$ cat src/rtl/sdram_burst_pkg.sv
package sdram_burst_pkg;
  typedef enum logic [1:0] {
    CMD_NOP   = 2'b00,
    CMD_READ  = 2'b01,
    CMD_WRITE = 2'b10,
    CMD_RSVD  = 2'b11
  } burst_cmd_e;
endpackage

$ cat src/rtl/sbc_cke_gate.sv
// Registers the clock enable; its output decides whether the next edge acts.
module sbc_cke_gate (
  input  logic clk,
  input  logic rst_n,
  input  logic cke,
  output logic int_en
);
  logic cke_q;

  always_ff @(posedge clk) begin
    if (!rst_n) cke_q <= 1'b1;
    else        cke_q <= cke;
  end

  assign int_en = cke_q;
endmodule

$ cat src/rtl/sbc_burst_seq.sv
// Burst sequencer: accepts commands, counts internal edges, forms columns.
module sbc_burst_seq
  import sdram_burst_pkg::*;
#(
  parameter int COL_W = 6,
  parameter int BL    = 4,
  parameter int CL    = 2
) (
  input  logic             clk,
  input  logic             rst_n,
  input  logic             int_en,
  input  logic [1:0]       cmd,
  input  logic [COL_W-1:0] col_addr,
  output logic             mem_we,
  output logic [COL_W-1:0] mem_waddr,
  output logic [COL_W-1:0] mem_raddr,
  output logic             rd_load,
  output logic             oe_clr,
  output logic             busy,
  output logic             is_rd,
  output logic [15:0]      beat_view
);
  localparam int BW    = $clog2(BL);
  localparam int CNT_W = $clog2(CL + BL + 2);
  localparam logic [CNT_W-1:0] RD_FIRST = CNT_W'(CL);
  localparam logic [CNT_W-1:0] RD_LAST  = CNT_W'(CL + BL - 1);
  localparam logic [CNT_W-1:0] RD_END   = CNT_W'(CL + BL + 1);
  localparam logic [CNT_W-1:0] WR_LAST  = CNT_W'(BL - 1);

  logic [COL_W-1:0] base_col;
  logic [CNT_W-1:0] cnt;
  logic             accept;
  logic             acc_rd;
  logic             acc_wr;
  logic [BW-1:0]    wr_idx;
  logic [BW-1:0]    rd_idx;

  function automatic logic [COL_W-1:0] wrap_col(input logic [COL_W-1:0] start,
                                                input logic [BW-1:0] idx);
    logic [COL_W-1:0] r;
    r = start;
    r[BW-1:0] = start[BW-1:0] + idx;
    return r;
  endfunction

  assign acc_rd = (cmd == CMD_READ);
  assign acc_wr = (cmd == CMD_WRITE);
  assign accept = int_en && !busy && (acc_rd || acc_wr);

  // write path: beat 0 at the command edge, later beats from the counter
  assign wr_idx    = accept ? '0 : BW'(cnt);
  assign mem_waddr = wrap_col(accept ? col_addr : base_col, wr_idx);
  assign mem_we    = int_en && ((accept && acc_wr) || (busy && !is_rd));

  // read path: beats leave CL internal edges after the command
  assign rd_idx    = BW'(cnt - RD_FIRST);
  assign mem_raddr = wrap_col(base_col, rd_idx);
  assign rd_load   = int_en && busy && is_rd && (cnt >= RD_FIRST) && (cnt <= RD_LAST);
  assign oe_clr    = int_en && busy && is_rd && (cnt == RD_END);

  always_ff @(posedge clk) begin
    if (!rst_n) begin
      busy     <= 1'b0;
      is_rd    <= 1'b0;
      base_col <= '0;
      cnt      <= '0;
    end else if (int_en) begin
      if (accept) begin
        busy     <= acc_rd || (BL > 1);
        is_rd    <= acc_rd;
        base_col <= col_addr;
        cnt      <= CNT_W'(1);
      end else if (busy) begin
        cnt <= cnt + 1'b1;
        if (!is_rd && cnt == WR_LAST) busy <= 1'b0;
        if (is_rd && cnt == RD_END)   busy <= 1'b0;
      end
    end
  end

  assign beat_view = 16'(cnt);
endmodule

$ cat src/rtl/sbc_store.sv
// Column storage: one synchronous write port, one combinational read port.
module sbc_store #(
  parameter int COL_W = 6,
  parameter int DW    = 32
) (
  input  logic             clk,
  input  logic             we,
  input  logic [COL_W-1:0] waddr,
  input  logic [DW-1:0]    wdata,
  input  logic [COL_W-1:0] raddr,
  output logic [DW-1:0]    rdata
);
  localparam int DEPTH = 1 << COL_W;

  logic [DW-1:0] cells [DEPTH];

  always_ff @(posedge clk) begin
    if (we) cells[waddr] <= wdata;
  end

  assign rdata = cells[raddr];
endmodule

$ cat src/rtl/sbc_dq_drive.sv
// Output data register and output enable; both freeze on suppressed edges.
module sbc_dq_drive #(
  parameter int DW = 32
) (
  input  logic          clk,
  input  logic          rst_n,
  input  logic          int_en,
  input  logic          load,
  input  logic          clr,
  input  logic [DW-1:0] rdata,
  output logic [DW-1:0] dq_out,
  output logic          dq_oe
);
  always_ff @(posedge clk) begin
    if (!rst_n) begin
      dq_out <= '0;
      dq_oe  <= 1'b0;
    end else if (int_en) begin
      if (load) begin
        dq_out <= rdata;
        dq_oe  <= 1'b1;
      end else if (clr) begin
        dq_oe  <= 1'b0;
      end
    end
  end
endmodule

$ cat src/rtl/sdram_burst_core.sv
module sdram_burst_core #(
  parameter int COL_W = 6,
  parameter int DW    = 32,
  parameter int BL    = 4,
  parameter int CL    = 2
) (
  input  logic             clk,
  input  logic             rst_n,
  input  logic             cke,
  input  logic [1:0]       cmd,
  input  logic [COL_W-1:0] col_addr,
  input  logic [DW-1:0]    dq_in,
  output logic [DW-1:0]    dq_out,
  output logic             dq_oe
);
  logic             int_en;
  logic             mem_we;
  logic [COL_W-1:0] mem_waddr;
  logic [COL_W-1:0] mem_raddr;
  logic [DW-1:0]    mem_rdata;
  logic             rd_load;
  logic             oe_clr;
  logic             seq_busy;
  logic             seq_is_rd;
  logic [15:0]      beat_view;

  sbc_cke_gate u_gate (
    .clk    (clk),
    .rst_n  (rst_n),
    .cke    (cke),
    .int_en (int_en)
  );

  sbc_burst_seq #(.COL_W(COL_W), .BL(BL), .CL(CL)) u_seq (
    .clk       (clk),
    .rst_n     (rst_n),
    .int_en    (int_en),
    .cmd       (cmd),
    .col_addr  (col_addr),
    .mem_we    (mem_we),
    .mem_waddr (mem_waddr),
    .mem_raddr (mem_raddr),
    .rd_load   (rd_load),
    .oe_clr    (oe_clr),
    .busy      (seq_busy),
    .is_rd     (seq_is_rd),
    .beat_view (beat_view)
  );

  sbc_store #(.COL_W(COL_W), .DW(DW)) u_store (
    .clk   (clk),
    .we    (mem_we),
    .waddr (mem_waddr),
    .wdata (dq_in),
    .raddr (mem_raddr),
    .rdata (mem_rdata)
  );

  sbc_dq_drive #(.DW(DW)) u_drive (
    .clk    (clk),
    .rst_n  (rst_n),
    .int_en (int_en),
    .load   (rd_load),
    .clr    (oe_clr),
    .rdata  (mem_rdata),
    .dq_out (dq_out),
    .dq_oe  (dq_oe)
  );
endmodule

$ cat config.mk
export PLATFORM = sky130hd
export DESIGN_NAME = sdram_burst_core
export DESIGN_NICKNAME = d
export VERILOG_FILES = /design/src/rtl/sdram_burst_pkg.sv /design/src/rtl/sbc_cke_gate.sv /design/src/rtl/sbc_burst_seq.sv /design/src/rtl/sbc_store.sv /design/src/rtl/sbc_dq_drive.sv /design/src/rtl/sdram_burst_core.sv
export SDC_FILE = /design/constraint.sdc
export NUM_CORES = 2
export LEC_CHECK = 0
export ABC_AREA = 1
export CORE_AREA = 3 3 437 439
export DETAILED_ROUTE_END_ITERATION = 10
export DIE_AREA = 0 0 440 442
export DONT_BUFFER_PORTS = 1
export PLACE_DENSITY_LB_ADDON = 0.2
export SYNTH_ARGS = -nofsm -noshare
export SYNTH_HDL_FRONTEND = slang
export SYNTH_HIERARCHICAL = 1
export SYNTH_SLANG_ARGS = --single-unit
$ cat constraint.sdc
create_clock -name clk -period 7.7 [get_ports clk]
set_clock_uncertainty 0.2 [all_clocks]
set_input_delay 0.385 -clock clk [delete_from_list [all_inputs] [get_ports clk]]
set_output_delay 0.385 -clock clk [all_outputs]
set_load 0.1 [all_outputs]
==> results.yml <==
clock_tree:
  numCtsBuffers: 209
  cts_tree: "yes"
  clk_pin_slew_ps: 60
  cts_sinks: 2093
  clock_path_buffers: 3
  clock-root-buffer: "clkbuf_16"
  postCtsSetupBuffers: 0
  h-tree-depth: 4
  worstSkewPairLatency_ps: 860
power_and_ir_drop:
  ir_worst_vdd_uv: 203
  p_per_area_nw_per_um2: 282
  power_leakage_nw: 33.0
route:
  drt-pass1-iter-count: 6
  drt_iter0_drc: 6218
  wl_per_cell_um: 25.1
  drc_errors: 0
  num_vias: 54608
  routed_via_density: 5.66
  ant_nets: 0
  wirelength_mm: 243
layout:
  num-fill-cells: 16064
  area_growth_pct: 12.0
  diodes: 0
  drive_above_1_share_pct: 7.05
  stdcell_area_um2: 94300
  nNetsFinal: 7031
  fin_util_pct: 50.3
setup_path:
  required_ps: 7950
  crit_path_max_fanout: 32
  setup.worst_path.class: "primary input to register"
  r2r-start: "u_seq/cnt[1]$_SDFFE_PN0P_"
  endpoint_kind: "register"
  rrSetupSlack_ps: 2880
  r2r-end: "u_drive/dq_out[5]$_SDFFE_PN0P_"
  startpoint_type: "primary input"
  arrival_ps: 5600
  reg2reg_depth: 16
hold_path:
  holdPathStages: 3
  worstHoldEndpoint: "u_seq/base_col[5]$_SDFFE_PN0P_"
  holdCritStartpoint: "col_addr[5]"
  min_path_type: "primary input to register"
sta:
  finalHoldViolations: 0
  setup-tns-final_ps: 0
  setup_viol: 0
  fin_crit_ps: 5350
  worst_pin_slew_ps: 1390
  rsz0062_at_grt: "no"
  max_freq_mhz: 187
  slew_violations: 0
  holdWs_ps: 125
  maxSlewHeadroom_pct: 6.90
  finalCritPeriodShare_pct: 69.4
grt:
  grt_pass1_vias: 51022
  antenna_found_initial: 5
  grt.overflow.total: 0
  grt_pass1_wl_mm: 354
  grt_max_degree: 231
  track_usage_pct: 24.6
die:
  dieArea_um2: 194000
  ios: 76
  coreArea_um2: 188000
  fp.dieW_um: 440
  row_count: 159
  die_h_um: 442
  start_util_pct: 44.9
logic_synthesis:
  syn_avg_cell_area_um2: 11.9
  syn_nets: 7105
  syn-cell-area_um2: 84200
  yosys_warnings: 6
  netlist_instances: 7053
placement:
  place_area_um2: 86400
  dp_hpwl_mm: 124
  gp_congestion: 0.856
  io_buffers: 0
flow_run:
  maxCapViolations: 0
outcome:
  status: "completed"
-- how the worst max path moves through the flow --
stage | startpoint | to | slack [ps]
after global routing | cmd[1] | u_store/cells[20][1]$_DFFE_PP_ | 2150
after floorplan | cmd[0] | u_store/cells[50][0]$_DFFE_PP_ | 1860
after detailed placement | cmd[0] | u_store/cells[20][26]$_DFFE_PP_ | 2590
after CTS | cmd[1] | u_store/cells[20][1]$_DFFE_PP_ | 2420
final | cmd[1] | u_store/cells[20][28]$_DFFE_PP_ | 2350
after global placement | cmd[0] | u_store/cells[20][26]$_DFFE_PP_ | 2450
-- what timing repair did --
| item | in CTS | in global routing |
|---|---|---|
| resized for setup | 0 | 0 |
| hold buffers | 77 | 0 |
| endpoints found under the hold margin | 2093 | 0 |
-- state kept, by name (all words and copies together) (netlist names) --
name,count
u_drive/dq_oe,1
u_store/cells,2048
u_gate/int_en,1
u_seq/cnt,3
u_seq/base_col,6
u_seq/busy,1
u_drive/dq_out,32
u_seq/is_rd,1
-- where the power goes --
group          switching [mW]  internal, mW  total, mW
combinational            3.11          1.04       4.16
sequential             0.0464          12.6       12.6
clock                    4.33          5.48       9.81
-- critical path: stages --
cell and delay [ps]:
dlygate4sd3_1 560, ha_1 290, dlygate4sd3_1 580, inv_1 140, nand3_4 210, o21ai_2 210, inv_1 80, ha_1 220
nand3_1 90, nand2_1 250, inv_1 340, nand4_1 880, nor2_4 1310
-- cell type report --
type,count,area (µm²),share of cell area (%)
timing repair buffer,180,2230,2.36
inverter,70,299,0.317
clock buffer,271,5570,5.91
multi-input combinational,4425,19700,20.9
sequential,2093,62400,66.2
clock inverter,120,991,1.05
tap,2495,3120,3.31
-- layer usage --
| layer | wire length [µm] | track usage, % | vias up |
|---|---|---|---|
| met2 | 116000 | 38.9 | 2185 |
| li1 | - | - | 24806 |
| met1 | 101000 | 34.8 | 27252 |
| met4 | 8260 | 8.81 | 4 |
| met3 | 18300 | 3.62 | 361 |
| met5 | 21 | 0 | - |
-- layout by cell type, fill, tap and decap left out, types with 9 or more instances in the layout --
cell / count
nand2_1: 2339
edfxtp_1: 2048
nand3_1: 1908
clkbuf_16: 210
buf_4: 94
nor2_1: 71
inv_1: 62
clkinv_1: 56
nor2_4: 56
clkbuf_1: 52
dlygate4sd3_1: 44
dfxtp_1: 41
clkinv_2: 38
buf_16: 32
bufinv_16: 11
buf_12: 10
nand4_1: 10
clkbuf_8: 9
-- stage by stage --
| step | std cells | worst slack [ps] | power [mW] |
|---|---|---|---|
| 2_1_floorplan | 7053 | 1860 | 15.5 |
| 3_3_place_gp | 9186 | 2450 | 16.7 |
| 3_5_place_dp | 9186 | 2590 | 16.7 |
| 4_1_cts | 9654 | 2420 | 26.7 |
| 5_1_grt | 9654 | 2150 | 27.6 |
| 6_report | 9654 | 2350 | 26.6 |
Note: power is estimated with default switching activity, not from simulation.
